--- src/rtl/wrs_pkg.sv ---
package wrs_pkg;
  typedef enum logic [1:0] {
    ST_HOLD  = 2'd0,
    ST_TIMER = 2'd1,
    ST_PRE   = 2'd2,
    ST_RUN   = 2'd3
  } seq_state_t;
endpackage

--- src/rtl/wrs_pin_filter.sv ---
module wrs_pin_filter #(
  parameter int FILT_CYC = 2
) (
  input  logic clk,
  input  logic rst,
  input  logic pin_raw,
  output logic pin_act
);
  localparam int CW = $clog2(FILT_CYC + 1);

  logic          sync1, sync2;
  logic [CW-1:0] run_cnt;

  always_ff @(posedge clk) begin
    if (rst) begin
      sync1   <= 1'b0;
      sync2   <= 1'b0;
      run_cnt <= '0;
    end else begin
      sync1 <= pin_raw;
      sync2 <= sync1;
      if (!sync2)
        run_cnt <= '0;
      else if (run_cnt != CW'(FILT_CYC))
        run_cnt <= run_cnt + 1'b1;
    end
  end

  assign pin_act = (run_cnt == CW'(FILT_CYC));

  AST_FILT_BOUND: assert property (@(posedge clk) disable iff (rst)
    run_cnt <= CW'(FILT_CYC));
  AST_FILT_LOW_DROPS: assert property (@(posedge clk) disable iff (rst)
    !sync2 |=> !pin_act);
endmodule

--- src/rtl/wrs_wdt_counter.sv ---
module wrs_wdt_counter #(
  parameter int WDT_LIM = 49152
) (
  input  logic clk,
  input  logic rst,
  input  logic run,
  input  logic kick,
  input  logic emu_en,
  output logic ovf
);
  localparam int WW = $clog2(WDT_LIM + 1);

  logic [WW-1:0] wcnt;

  assign ovf = run && !emu_en && !kick && (wcnt == WW'(WDT_LIM - 1));

  always_ff @(posedge clk) begin
    if (rst || !run || emu_en || kick || ovf)
      wcnt <= '0;
    else
      wcnt <= wcnt + 1'b1;
  end

  AST_NO_OVERFLOW: assert property (@(posedge clk) disable iff (rst)
    wcnt < WW'(WDT_LIM));
  AST_KICK_CLEARS: assert property (@(posedge clk) disable iff (rst)
    (run && kick) |=> (wcnt == '0));
  AST_IDLE_CLEAR: assert property (@(posedge clk) disable iff (rst)
    !run |=> (wcnt == '0));
endmodule

--- src/rtl/wrs_seq.sv ---
module wrs_seq
  import wrs_pkg::*;
#(
  parameter int RST_CYC = 4096,
  parameter int PRE_CYC = 32
) (
  input  logic       clk,
  input  logic       rst,
  input  logic       pin_act,
  input  logic       wdt_ovf,
  output logic       run,
  output logic       core_rst,
  output logic       cfg_clear,
  output logic       preboot,
  output logic       wdt_cause
);
  localparam int MAXC = (RST_CYC > PRE_CYC) ? RST_CYC : PRE_CYC;
  localparam int SW   = $clog2(MAXC + 1);

  seq_state_t    st, st_nx;
  logic [SW-1:0] cnt, cnt_nx;
  logic          cause_nx;

  always_comb begin
    st_nx    = st;
    cnt_nx   = cnt + 1'b1;
    cause_nx = wdt_cause;
    case (st)
      ST_HOLD: begin
        cnt_nx = '0;
        if (!pin_act) st_nx = ST_TIMER;
      end
      ST_TIMER: begin
        if (cnt == SW'(RST_CYC - 1)) begin
          st_nx  = ST_PRE;
          cnt_nx = '0;
        end
      end
      ST_PRE: begin
        if (cnt == SW'(PRE_CYC - 1)) begin
          st_nx  = ST_RUN;
          cnt_nx = '0;
        end
      end
      default: begin
        cnt_nx = '0;
        if (wdt_ovf) begin
          st_nx    = ST_TIMER;
          cause_nx = 1'b1;
        end
      end
    endcase
    if (pin_act) begin
      st_nx    = ST_HOLD;
      cnt_nx   = '0;
      cause_nx = 1'b0;
    end
  end

  always_ff @(posedge clk) begin
    if (rst) begin
      st        <= ST_TIMER;
      cnt       <= '0;
      wdt_cause <= 1'b0;
      core_rst  <= 1'b1;
      cfg_clear <= 1'b1;
      preboot   <= 1'b0;
    end else begin
      st        <= st_nx;
      cnt       <= cnt_nx;
      wdt_cause <= cause_nx;
      core_rst  <= (st_nx == ST_HOLD) || (st_nx == ST_TIMER);
      cfg_clear <= (st_nx == ST_HOLD);
      preboot   <= (st_nx == ST_PRE);
    end
  end

  assign run = (st == ST_RUN);

  AST_PIN_HOLDS: assert property (@(posedge clk) disable iff (rst)
    pin_act |=> (core_rst && cfg_clear && !preboot));
  AST_CAUSE_STICKY: assert property (@(posedge clk) disable iff (rst)
    (wdt_cause && !pin_act) |=> wdt_cause);
  AST_WDT_KEEPS_CFG: assert property (@(posedge clk) disable iff (rst)
    (wdt_ovf && !pin_act) |=> !cfg_clear);
  AST_PRE_FOLLOWS_TIMER: assert property (@(posedge clk) disable iff (rst)
    $rose(preboot) |-> $past(st == ST_TIMER));
endmodule

--- src/rtl/wdt_reset_seq.sv ---
module wdt_reset_seq #(
  parameter int FILT_CYC = 2,
  parameter int RST_CYC  = 4096,
  parameter int PRE_CYC  = 32,
  parameter int WDT_LIM  = 49152
) (
  input  logic clk,
  input  logic rst,
  input  logic rst_pin,
  input  logic wdt_kick,
  input  logic emu_en,
  output logic core_rst,
  output logic cfg_clear,
  output logic preboot,
  output logic wdt_cause
);
  logic pin_act;
  logic run;
  logic wdt_ovf;

  wrs_pin_filter #(.FILT_CYC(FILT_CYC)) u_filt (
    .clk     (clk),
    .rst     (rst),
    .pin_raw (rst_pin),
    .pin_act (pin_act)
  );

  wrs_wdt_counter #(.WDT_LIM(WDT_LIM)) u_wdt (
    .clk    (clk),
    .rst    (rst),
    .run    (run),
    .kick   (wdt_kick),
    .emu_en (emu_en),
    .ovf    (wdt_ovf)
  );

  wrs_seq #(.RST_CYC(RST_CYC), .PRE_CYC(PRE_CYC)) u_seq (
    .clk       (clk),
    .rst       (rst),
    .pin_act   (pin_act),
    .wdt_ovf   (wdt_ovf),
    .run       (run),
    .core_rst  (core_rst),
    .cfg_clear (cfg_clear),
    .preboot   (preboot),
    .wdt_cause (wdt_cause)
  );

  AST_EMU_BLOCKS: assert property (@(posedge clk) disable iff (rst)
    emu_en |-> !wdt_ovf);
  AST_POR_STATE: assert property (@(posedge clk)
    rst |=> (core_rst && cfg_clear && !preboot && !wdt_cause));
endmodule

--- config.mk ---
export PLATFORM = sky130hd
export DESIGN_NAME = wdt_reset_seq
export DESIGN_NICKNAME = d
export VERILOG_FILES = /design/src/rtl/wrs_pkg.sv /design/src/rtl/wrs_pin_filter.sv /design/src/rtl/wrs_wdt_counter.sv /design/src/rtl/wrs_seq.sv /design/src/rtl/wdt_reset_seq.sv
export SDC_FILE = /design/constraint.sdc
export NUM_CORES = 1
export LEC_CHECK = 0
export ABC_AREA = 1
export ABC_CLOCK_PERIOD_IN_PS = 1800
export CORE_MARGIN = 1.5
export CORE_UTILIZATION = 36
export DETAILED_ROUTE_END_ITERATION = 16
export MAX_ROUTING_LAYER = met4
export PLACE_DENSITY = 0.62
export SYNTH_ARGS = -nofsm -noshare
export SYNTH_HDL_FRONTEND = slang
export SYNTH_SLANG_ARGS = --single-unit
--- constraint.sdc ---
create_clock -name clk -period 1.8 [get_ports clk]
set_input_delay 0.36 -clock clk [delete_from_list [all_inputs] [get_ports clk]]
set_output_delay 0.36 -clock clk [all_outputs]
set_load 0.01 [all_outputs]
== Yosys cells after proc, flatten, opt, wreduce, memory -nomap -nowiden ==
Index checks and enable logic that the tools add are counted.

* Bitwise logic cells: 2
* Reduce and logical (&&, ||, !) cells: 17
* $mul: 0
* Add/sub/neg operators: 3
* Muxes and demuxes: 8
* Divide/modulo/power cells: 0
* Equal/unequal tests: 10
* Shift-type cells: 0
* Magnitude comparators: 0

{| class="wikitable"
|+ Operators with widths
! kind !! number
|-
| $mux W13 || 2
|-
| $pmux W13 S2 || 1
|-
| $add A16 B1 Y16 const B || 1
|-
| $eq A16 B16 Y1 const B || 1
|-
| $add A13 B1 Y13 const B || 1
|-
| $eq A13 B12 Y1 const B || 1
|-
| $eq A13 B5 Y1 const B || 1
|-
| $eq A2 B2 Y1 const B || 4
|-
| $mux W2 || 4
|-
| $pmux W2 S3 || 1
|-
| $logic_or A1 B1 Y1 || 5
|-
| $eq A2 B1 Y1 const B || 2
|-
| $logic_not A2 Y1 || 2
|-
| $reduce_or A2 Y1 || 2
|-
| $logic_and A1 B1 Y1 || 3
|-
| $logic_not A1 Y1 || 3
|-
| $reduce_or A3 Y1 || 1
|-
| $add A2 B1 Y2 const B || 1
|-
| $ne A2 B2 Y1 const B || 1
|-
| $not A1 Y1 || 2
|-
| $reduce_and A2 Y1 || 1
|}

* Memories kept: 0
* Logic and storage cells: 50
* Input bits: 5
* Output and inout port bits: 4
* Bits in writable memories: 0
* Register bits: 39
* Latch bits: 0
* Memory bits (read-only): 0

== Depth between registers and ports, before layout ==
Gate-level depths: netlist (run 1).

* Depth after elaboration: 9
* Mapped depth: 11
* Mapped depth without buffers: 11

== Hierarchy ==
From an unflattened synthesis (run 1), not the netlist that was laid out.

* Cell total of the unflattened synthesis: 265
* Area, all modules: 1969.4 um2

{| class="wikitable"
|+ By module, submodules not included
! module !! times used !! cells an instance !! sequential area each (um2) !! area an instance (um2)
|-
| wrs_seq || 1 || 130 || 380.4 || 947.2
|-
| wrs_wdt_counter || 1 || 112 || 320.3 || 853.3
|-
| wrs_pin_filter || 1 || 23 || 80.1 || 168.9
|}

== Least setup slack after synthesis (run 1) ==
No wires, ideal clock.

* Path type: register to register
* Start: reg u_seq.st[0]
* End: reg u_wdt.wcnt[5]
* Stages on the path, launching flop included: 9
* Setup slack: 0.337 ns
* Buffers on the path: 1
* Arrival: 1.347 ns
* Cell sequence: dfxtp_1 > ha_1 > nor3b_1 > nand2_1 > nor2_4 > nor2_2 > inv_4 > buf_12 > nor2_2

* Longest elaborated chain between the ends: 6
* Elaborated cells on any way between the ends: 9

{| class="wikitable"
|+ Ends and longest elaborated chain
! element !! RTL line !! text
|-
| from (decl) || wrs_seq.sv:20 || <nowiki>seq_state_t st, st_nx;</nowiki>
|-
| from (signal assigned) || wrs_seq.sv:69 || <nowiki>st <= st_nx;</nowiki>
|-
| $eq A2 B2 Y1 * || wrs_seq.sv:78 || <nowiki>assign run = (st == ST_RUN);</nowiki>
|-
| $logic_not A1 Y1 || wrs_wdt_counter.sv:18 || <nowiki>if (rst || !run || emu_en || kick || ovf)</nowiki>
|-
| $logic_or A1 B1 Y1 (3 in series) || wrs_wdt_counter.sv:18 ||
|-
| $logic_or A1 B1 Y1 * || wrs_wdt_counter.sv:18 ||
|-
| to (signal assigned) || wrs_wdt_counter.sv:21 || <nowiki>wcnt <= wcnt + 1'b1;</nowiki>
|-
| to (decl) || wrs_wdt_counter.sv:13 || <nowiki>logic [WW-1:0] wcnt;</nowiki>
|}

Mark *: on every way between the ends. The rest lies on a longest branch, timed or not.
A chain may end at the register's enable or synchronous reset.

== Worst setup path after layout (run 1) ==
* Start: reg u_seq.st[1]
* End: reg u_wdt.wcnt[9]

Same word-level chain as after synthesis.

==> metrics.txt, run 1 <==
# TYPE chip_impl_metric gauge
chip_impl_metric{name="first_iter_violations",unit=""} 56
chip_impl_info{name="timing.critical_path.cells",value="ha_1 -> nor3b_1 -> nand2_1 -> nor2_4 -> nor2_2 -> inv_4 -> nor3b_1"} 1
chip_impl_metric{name="static-leakage-power",unit="nW"} 0.855
chip_impl_info{name="synth_top_family_by_area",value="simple AND/OR/NAND/NOR gates"} 1
chip_impl_info{name="cp_slowest_cell",value="sky130_fd_sc_hd__dfxtp_1"} 1
chip_impl_info{name="synthTopCellsByArea",value="sky130_fd_sc_hd__dfxtp_1 (41%), sky130_fd_sc_hd__nand2_1 (11%), sky130_fd_sc_hd__inv_1 (6.5%)"} 1
chip_impl_metric{name="clock_skew",unit="ns"} 0.00979
chip_impl_metric{name="timing.critical_path.arrival",unit="ns"} 1.83
chip_impl_metric{name="area_delta_synth_final",unit="%"} 14.9
chip_impl_metric{name="clk_pin_slew_worst_paths",unit="ns"} 0.08
chip_impl_metric{name="detailedRoute.firstPassIterationCount",unit=""} 4
chip_impl_metric{name="detail_route.drc_violations",unit=""} 0
chip_impl_metric{name="grt_max_degree",unit=""} 15
chip_impl_metric{name="stage_delay_of_the_slowest_cell_on_the_critical_path",unit="ns"} 0.41
chip_impl_metric{name="placement.cell_area",unit="mm^2"} 0.00209
chip_impl_metric{name="track_usage",unit=""} 0.129
chip_impl_metric{name="netlist_area",unit="mm^2"} 0.00189
chip_impl_info{name="yosysTopAreaCell",value="sky130_fd_sc_hd__dfxtp_1"} 1
chip_impl_metric{name="die_w",unit="um"} 75.5
chip_impl_metric{name="fin_cells",unit=""} 340
chip_impl_metric{name="ctsHtreeMaxLevel",unit=""} 2
chip_impl_metric{name="clk_latency",unit="ns"} 0.29
chip_impl_metric{name="met2WireLength",unit="um"} 1350
chip_impl_metric{name="detail_route.wirelength",unit="um"} 2990
chip_impl_metric{name="drt-met1-wl",unit="um"} 1490
chip_impl_metric{name="cts_repair_resize_count",unit=""} 0
chip_impl_metric{name="grt.overflow.total",unit=""} 0
chip_impl_info{name="rsz0062_at_grt",value="no"} 1
chip_impl_metric{name="antenna_found_initial",unit=""} 0
chip_impl_metric{name="synth_top_area_frac",unit=""} 0.413
chip_impl_metric{name="grt_pass1_vias",unit=""} 1338
chip_impl_metric{name="synthCells",unit=""} 248
chip_impl_metric{name="slew_headroom",unit=""} 0.775
chip_impl_metric{name="tightestPinTransition",unit="ns"} 0.337
chip_impl_metric{name="powerDensity",unit="mW/mm^2"} 721
chip_impl_info{name="worst_path_most_repeated_cell",value="sky130_fd_sc_hd__nor3b_1"} 1
chip_impl_metric{name="floorplan.die.height",unit="um"} 75.5
chip_impl_info{name="cts_tree",value="built"} 1
chip_impl_metric{name="post_cts.repair.setup_buffers",unit=""} 0
chip_impl_metric{name="met3_wirelength",unit="um"} 92
chip_impl_metric{name="ys_seq_area_frac",unit=""} 0.413
chip_impl_metric{name="finalWorstPathRequiredPeriod",unit="ns"} 1.66
chip_impl_metric{name="post_synth_xor_area_fraction",unit=""} 0.0509
chip_impl_metric{name="muxShareOfSynthArea",unit=""} 0
chip_impl_metric{name="cp.buffers_inverters",unit=""} 1
chip_impl_metric{name="post_synth_and_or_nand_nor_area_fraction",unit=""} 0.349
chip_impl_metric{name="std_cell_rows",unit=""} 26
chip_impl_metric{name="initial_core_util",unit=""} 0.373
chip_impl_metric{name="final_area",unit="mm^2"} 0.00217
chip_impl_metric{name="wl_per_cell",unit="um"} 8.79
chip_impl_info{name="synth-main-ff-cell",value="sky130_fd_sc_hd__dfxtp_1"} 1
chip_impl_metric{name="clock_path_buffers",unit=""} 2
chip_impl_metric{name="core",unit="mm^2"} 0.00507
chip_impl_metric{name="yosys.area_share.adder",unit=""} 0.0529
chip_impl_metric{name="floorplan.die_area",unit="mm^2"} 0.00570
chip_impl_metric{name="floorplan.io_pins",unit=""} 9
chip_impl_metric{name="ffs_w_async_s_r_synth",unit=""} 0
chip_impl_metric{name="clock_sinks",unit=""} 39
chip_impl_metric{name="reported_max_cap_violation_count",unit=""} 0
chip_impl_metric{name="number_of_warnings_issued_by_yosys",unit=""} 0
chip_impl_metric{name="layout_worst_path_cycle_share",unit=""} 0.920
chip_impl_info{name="crit_family",value="simple AND/OR/NAND/NOR gates"} 1
chip_impl_metric{name="number_of_hold_violations_in_the_final_report",unit=""} 0
chip_impl_info{name="worstSetupPathType",value="flip-flop to flip-flop"} 1
chip_impl_metric{name="vdd_ir_drop_max",unit="uV"} 462
chip_impl_metric{name="nFillCells",unit=""} 532
chip_impl_info{name="status",value="finished, final reports clean"} 1
chip_impl_metric{name="count_of_cell_types_in_the_netlist",unit=""} 27
chip_impl_metric{name="post-dp-hpwl",unit="um"} 2320
chip_impl_info{name="hold_path.class",value="flip-flop to flip-flop"} 1
chip_impl_metric{name="place_congestion",unit=""} 0.774
chip_impl_metric{name="grt_pass1_wl",unit="um"} 5400
chip_impl_metric{name="via_count",unit=""} 1466
chip_impl_info{name="crit_path_end_kind",value="flip-flop"} 1
chip_impl_info{name="top_signal_layer_used",value="met4"} 1
chip_impl_metric{name="finalSetupTns",unit="ns"} 0
chip_impl_info{name="post-synth-top-count-cell",value="sky130_fd_sc_hd__nand2_1"} 1
chip_impl_metric{name="postSynthRegisterBits",unit=""} 39
chip_impl_metric{name="setup_viol",unit=""} 0
chip_impl_metric{name="placed_cells_incl_taps",unit=""} 332
chip_impl_metric{name="maximum_fanout_along_the_worst_path",unit=""} 14
chip_impl_metric{name="report.final.slew_viol_count",unit=""} 0
chip_impl_metric{name="postSynthAreaPerCell",unit="um^2"} 7.63
chip_impl_metric{name="vias_per_cell",unit=""} 4.31
chip_impl_metric{name="port_buffers",unit=""} 8
chip_impl_info{name="ys_top_cells_by_count",value="sky130_fd_sc_hd__nand2_1 (55), sky130_fd_sc_hd__dfxtp_1 (39), sky130_fd_sc_hd__inv_1 (33)"} 1
chip_impl_metric{name="synth.net_count",unit=""} 261
chip_impl_metric{name="number_of_synthesized_flops_with_an_enable_pin",unit=""} 0
chip_impl_info{name="clock-root-buffer",value="sky130_fd_sc_hd__clkbuf_8"} 1
chip_impl_metric{name="cp.required",unit="ns"} 1.97
chip_impl_metric{name="num-nets-final",unit=""} 282
chip_impl_metric{name="cts-buffers-inserted",unit=""} 5
chip_impl_metric{name="post_route_cells_drive_above_1_share",unit=""} 0.152
chip_impl_info{name="worst_setup_path_start_kind",value="flip-flop"} 1
chip_impl_metric{name="postRouteAntennaNets",unit=""} 0
chip_impl_metric{name="hold_buffers",unit=""} 0
chip_impl_metric{name="antennaDiodeCount",unit=""} 0
chip_impl_metric{name="synth-compound-area-share",unit=""} 0.0496
chip_impl_metric{name="fmax",unit="MHz"} 604
cells in the final DEF (no fill, tap or decap), types with 6 or more instances in the layout:
master	Yosys	layout
sky130_fd_sc_hd__a21oi_1	6	6
sky130_fd_sc_hd__buf_4	0	8
sky130_fd_sc_hd__clkdlybuf4s50_1	0	8
sky130_fd_sc_hd__dfxtp_1	39	39
sky130_fd_sc_hd__ha_1	8	8
sky130_fd_sc_hd__inv_1	33	33
sky130_fd_sc_hd__nand2_1	55	55
sky130_fd_sc_hd__nand3_1	9	9
sky130_fd_sc_hd__nor2_1	31	31
sky130_fd_sc_hd__nor2_2	13	13
sky130_fd_sc_hd__nor3_1	9	9
sky130_fd_sc_hd__o21ai_0	8	8
sky130_fd_sc_hd__xnor2_1	6	6
metrics by stage:
stage	total power [mW]	util	setup slack (ns)	hold slack, ns
floorplan	0.983	-	0.337	0.388
global placement	1.02	0.411	0.0000994	0.400
detailed placement	1.02	0.411	-0.0572	0.401
CTS	1.59	0.428	0.101	0.414
global route	1.65	0.428	0.00247	0.438
finish	1.57	0.428	0.144	0.409
cells by family after synthesis:
| kind of cell | count (synthesis) |
|---|---|
| DFF | 39 |
| AOI/OAI and AO/OA | 17 |
| xor gates and xnor gates | 11 |
| and+or+nand+nor | 137 |
| adders and majority gates | 8 |
| buffers and inverters | 36 |
cell type report:
| type | count | area (um^2) | area share |
|---|---|---|---|
| clock buffers | 6 | 72.6 | 0.0334 |
| well taps | 70 | 87.6 | 0.0403 |
| repair buffers | 16 | 140 | 0.0645 |
| clock inverters | 2 | 12.5 | 0.00576 |
| inverters | 34 | 130 | 0.0599 |
| flip-flops and latches | 39 | 781 | 0.359 |
| multi-input cells | 173 | 950 | 0.437 |
routing by layer:
metal | up-vias | global-route usage
met1 | 634 | 0.154
met5 | - | -
met2 | 12 | 0.200
met4 | 0 | 0.0575
met3 | 5 | 0.0397
li1 | 815 | -
sequential cells by signal (all words and copies together), names as in the netlist:
register,flops
u_filt.run_cnt,2
u_filt.sync1,1
u_filt.sync2,1
u_seq.cfg_clear,1
u_seq.cnt,13
u_seq.core_rst,1
u_seq.preboot,1
u_seq.st,2
u_seq.wdt_cause,1
u_wdt.wcnt,16
power by group:
group | internal, mW | switching (mW)
Combinational | 0.0513 | 0.0542
Sequential | 0.883 | 0.0131
Clock | 0.270 | 0.295
worst paths after layout:
check / end / cells past startpoint / startpoint / slack, ns
hold reg to reg: u_filt.sync2 / 2 / u_filt.sync1 / 0.41
hold / removal: u_filt.sync2 / 2 / u_filt.sync1 / 0.41
setup reg to reg: u_wdt.wcnt[9] / 7 / u_seq.st[1] / 0.14
setup / recovery: u_wdt.wcnt[9] / 7 / u_seq.st[1] / 0.14
worst min-delay path, stage by stage, from the launching register on:
cell and delay [ns]:
sky130_fd_sc_hd__dfxtp_1 0.30, sky130_fd_sc_hd__inv_1 0.04, sky130_fd_sc_hd__nor2_1 0.03
Power figures use the tool's default switching activity.
==> run 2: changes to the inputs <==
--- a/config.mk
+++ b/config.mk
@@ -6,12 +6,13 @@
 export NUM_CORES = 1
 export LEC_CHECK = 0
 export ABC_AREA = 1
-export ABC_CLOCK_PERIOD_IN_PS = 1800
+export ABC_CLOCK_PERIOD_IN_PS = 1910
 export CORE_MARGIN = 1.5
 export CORE_UTILIZATION = 36
 export DETAILED_ROUTE_END_ITERATION = 16
 export MAX_ROUTING_LAYER = met4
 export PLACE_DENSITY = 0.62
+export REMOVE_ABC_BUFFERS = 1
 export SYNTH_ARGS = -nofsm -noshare
 export SYNTH_HDL_FRONTEND = slang
 export SYNTH_SLANG_ARGS = --single-unit
==> constraint.sdc (replaced) <==
create_clock -name clk -period 1.91 [get_ports clk]
set_input_delay 0.382 -clock clk [delete_from_list [all_inputs] [get_ports clk]]
set_output_delay 0.382 -clock clk [all_outputs]
set_load 0.01 [all_outputs]
==> metrics.txt, run 2 (synthesis results as in run 1) <==
# TYPE chip_impl_metric gauge
chip_impl_metric{name="antenna_found_initial",unit=""} 0
chip_impl_metric{name="clock_path_buffers",unit=""} 2
chip_impl_info{name="cp_slowest_cell",value="sky130_fd_sc_hd__dfxtp_1"} 1
chip_impl_info{name="worst_setup_path_start_kind",value="flip-flop"} 1
chip_impl_info{name="worstSetupPathType",value="flip-flop to flip-flop"} 1
chip_impl_metric{name="clk_pin_slew_worst_paths",unit="ns"} 0.07
chip_impl_info{name="cts_tree",value="built"} 1
chip_impl_metric{name="fmax",unit="MHz"} 609
chip_impl_metric{name="static-leakage-power",unit="nW"} 0.822
chip_impl_metric{name="setup_viol",unit=""} 0
chip_impl_metric{name="finalWorstPathRequiredPeriod",unit="ns"} 1.64
chip_impl_metric{name="floorplan.io_pins",unit=""} 9
chip_impl_metric{name="floorplan.die_area",unit="mm^2"} 0.00570
chip_impl_info{name="mostFrequentLayoutCell",value="sky130_fd_sc_hd__nand2_1"} 1
chip_impl_metric{name="clock_sinks",unit=""} 39
chip_impl_metric{name="post_route_cells_drive_above_1_share",unit=""} 0.126
chip_impl_metric{name="vdd_ir_drop_max",unit="uV"} 340
chip_impl_metric{name="number_of_hold_violations_in_the_final_report",unit=""} 0
chip_impl_metric{name="stage_delay_of_the_slowest_cell_on_the_critical_path",unit="ns"} 0.33
chip_impl_metric{name="initial_core_util",unit=""} 0.373
chip_impl_info{name="rsz0062_at_grt",value="no"} 1
chip_impl_info{name="crit_path_end_kind",value="flip-flop"} 1
chip_impl_metric{name="port_buffers",unit=""} 8
chip_impl_metric{name="timing.critical_path.arrival",unit="ns"} 1.84
chip_impl_metric{name="powerDensity",unit="mW/mm^2"} 676
chip_impl_info{name="hold_path.class",value="flip-flop to flip-flop"} 1
chip_impl_metric{name="core",unit="mm^2"} 0.00507
chip_impl_metric{name="slew_headroom",unit=""} 0.732
chip_impl_metric{name="std_cell_rows",unit=""} 26
chip_impl_metric{name="detailedRoute.firstPassIterationCount",unit=""} 4
chip_impl_info{name="top_regs",value="u_wdt.wcnt (16), u_seq.cnt (13)"} 1
chip_impl_info{name="layout_common_cells",value="sky130_fd_sc_hd__nand2_1 (55), sky130_fd_sc_hd__dfxtp_1 (39), sky130_fd_sc_hd__inv_1 (33)"} 1
chip_impl_metric{name="detail_route.drc_violations",unit=""} 0
chip_impl_metric{name="seq_power_share",unit=""} 0.591
chip_impl_metric{name="postRouteAntennaNets",unit=""} 0
chip_impl_metric{name="reported_max_cap_violation_count",unit=""} 0
chip_impl_metric{name="grt_max_degree",unit=""} 15
chip_impl_metric{name="totalPowerFinal",unit="mW"} 1.43
chip_impl_metric{name="num-nets-final",unit=""} 276
chip_impl_metric{name="grt_pass1_vias",unit=""} 1341
chip_impl_metric{name="layout_setup_ws",unit="ns"} 0.269
chip_impl_metric{name="grt_pass1_wl",unit="um"} 5530
chip_impl_metric{name="clk_latency",unit="ns"} 0.28
chip_impl_metric{name="power_report.internal_total",unit="mW"} 1.11
chip_impl_metric{name="floorplan.die.height",unit="um"} 75.5
chip_impl_metric{name="place_ws",unit="ns"} 0.0648
chip_impl_metric{name="layout_worst_path_cycle_share",unit=""} 0.859
chip_impl_metric{name="cp.required",unit="ns"} 2.11
chip_impl_metric{name="place_congestion",unit=""} 0.843
chip_impl_metric{name="area_delta_synth_final",unit="%"} 11.8
chip_impl_metric{name="grt.overflow.total",unit=""} 0
chip_impl_metric{name="cts_repair_resize_count",unit=""} 0
chip_impl_metric{name="report.final.slew_viol_count",unit=""} 0
chip_impl_metric{name="largest_register_ff_count",unit=""} 16
chip_impl_metric{name="clock_skew",unit="ns"} 0.00149
chip_impl_info{name="clock-root-buffer",value="sky130_fd_sc_hd__clkbuf_8"} 1
chip_impl_metric{name="post-dp-hpwl",unit="um"} 2320
chip_impl_metric{name="finalSetupTns",unit="ns"} 0
chip_impl_metric{name="maximum_fanout_along_the_worst_path",unit=""} 12
chip_impl_metric{name="first_iter_violations",unit=""} 53
chip_impl_metric{name="track_usage",unit=""} 0.132
chip_impl_metric{name="fraction_of_power_consumed_by_combinational_cells",unit=""} 0.061
chip_impl_metric{name="power_frac_clock",unit=""} 0.348
chip_impl_metric{name="cts-buffers-inserted",unit=""} 5
chip_impl_info{name="status",value="finished, final reports clean"} 1
chip_impl_metric{name="ctsHtreeMaxLevel",unit=""} 2
chip_impl_metric{name="antennaDiodeCount",unit=""} 0
chip_impl_info{name="timing.critical_path.cells",value="inv_1 -> ha_1 -> nor2_1 -> inv_1 -> nor2_1 -> nand2_1 -> a211oi_1"} 1
chip_impl_metric{name="detail_route.wirelength",unit="um"} 3030
chip_impl_metric{name="hold_buffers",unit=""} 0
chip_impl_metric{name="wl_per_cell",unit="um"} 9.11
chip_impl_metric{name="tightestPinTransition",unit="ns"} 0.401
chip_impl_metric{name="vias_per_cell",unit=""} 4.40
chip_impl_metric{name="die_w",unit="um"} 75.5
chip_impl_metric{name="via_count",unit=""} 1460
chip_impl_metric{name="netSwitchingFraction",unit=""} 0.221
chip_impl_metric{name="p_switching",unit="mW"} 0.316
chip_impl_info{name="largest-register",value="u_wdt.wcnt"} 1
chip_impl_metric{name="post_cts.repair.setup_buffers",unit=""} 0
-- run 2: area by class of cell --
class                      count  area [um^2]
clock buffer                   6         72.6
fill                         540         2960
inverter                      34          130
multi-input combinational    173          950
sequential                    39          781
tap                           70         87.6
timing repair buffer          10         95.1
-- run 2: power by group through the flow --
stage	logic [mW]	clock network, mW	registers, mW
2_1_floorplan	0.0581	0	0.863
3_3_place_gp	0.0867	0	0.863
3_5_place_dp	0.0878	0	0.864
6_report	0.0867	0.498	0.845
4_1_cts	0.0881	0.518	0.845
5_1_grt	0.103	0.557	0.846
-- run 2: path summary, 6_finish.rpt --
kind,startpoint,end,slack [ns],depth (start not counted)
worst min-delay path,u_filt.sync1,u_filt.sync2,0.41,2
worst max-delay path,u_filt.run_cnt[0],u_seq.cnt[8],0.27,7
worst max register to register,u_filt.run_cnt[0],u_seq.cnt[8],0.27,7
worst min register to register,u_filt.sync1,u_filt.sync2,0.41,2
-- run 2: stage by stage --
step / hold slack [ns] / cell area (um^2) / instances / util
2_1_floorplan: 0.388 / 1860 / 246 / -
3_3_place_gp: 0.394 / 2040 / 326 / 0.403
3_5_place_dp: 0.399 / 2040 / 326 / 0.403
4_1_cts: 0.408 / 2120 / 332 / 0.417
5_1_grt: 0.443 / 2120 / 332 / 0.417
6_report: 0.405 / 2120 / 332 / 0.417
-- run 2: critical path, delay by kind of cell, from the launching register on --
| family | cells | cell delay [ns] |
|---|---|---|
| compound gates | 1 | 0.25 |
| fa+ha+maj | 1 | 0.25 |
| flops | 1 | 0.33 |
| buf+inv | 2 | 0.13 |
| simple gates | 3 | 0.59 |
-- run 2: layer usage --
metal,GRT usage,vias up,routed length (um)
li1,-,796,-
met1,0.154,650,1520
met2,0.206,12,1370
met3,0.0476,2,88
met4,0.0536,0,43
met5,-,-,0
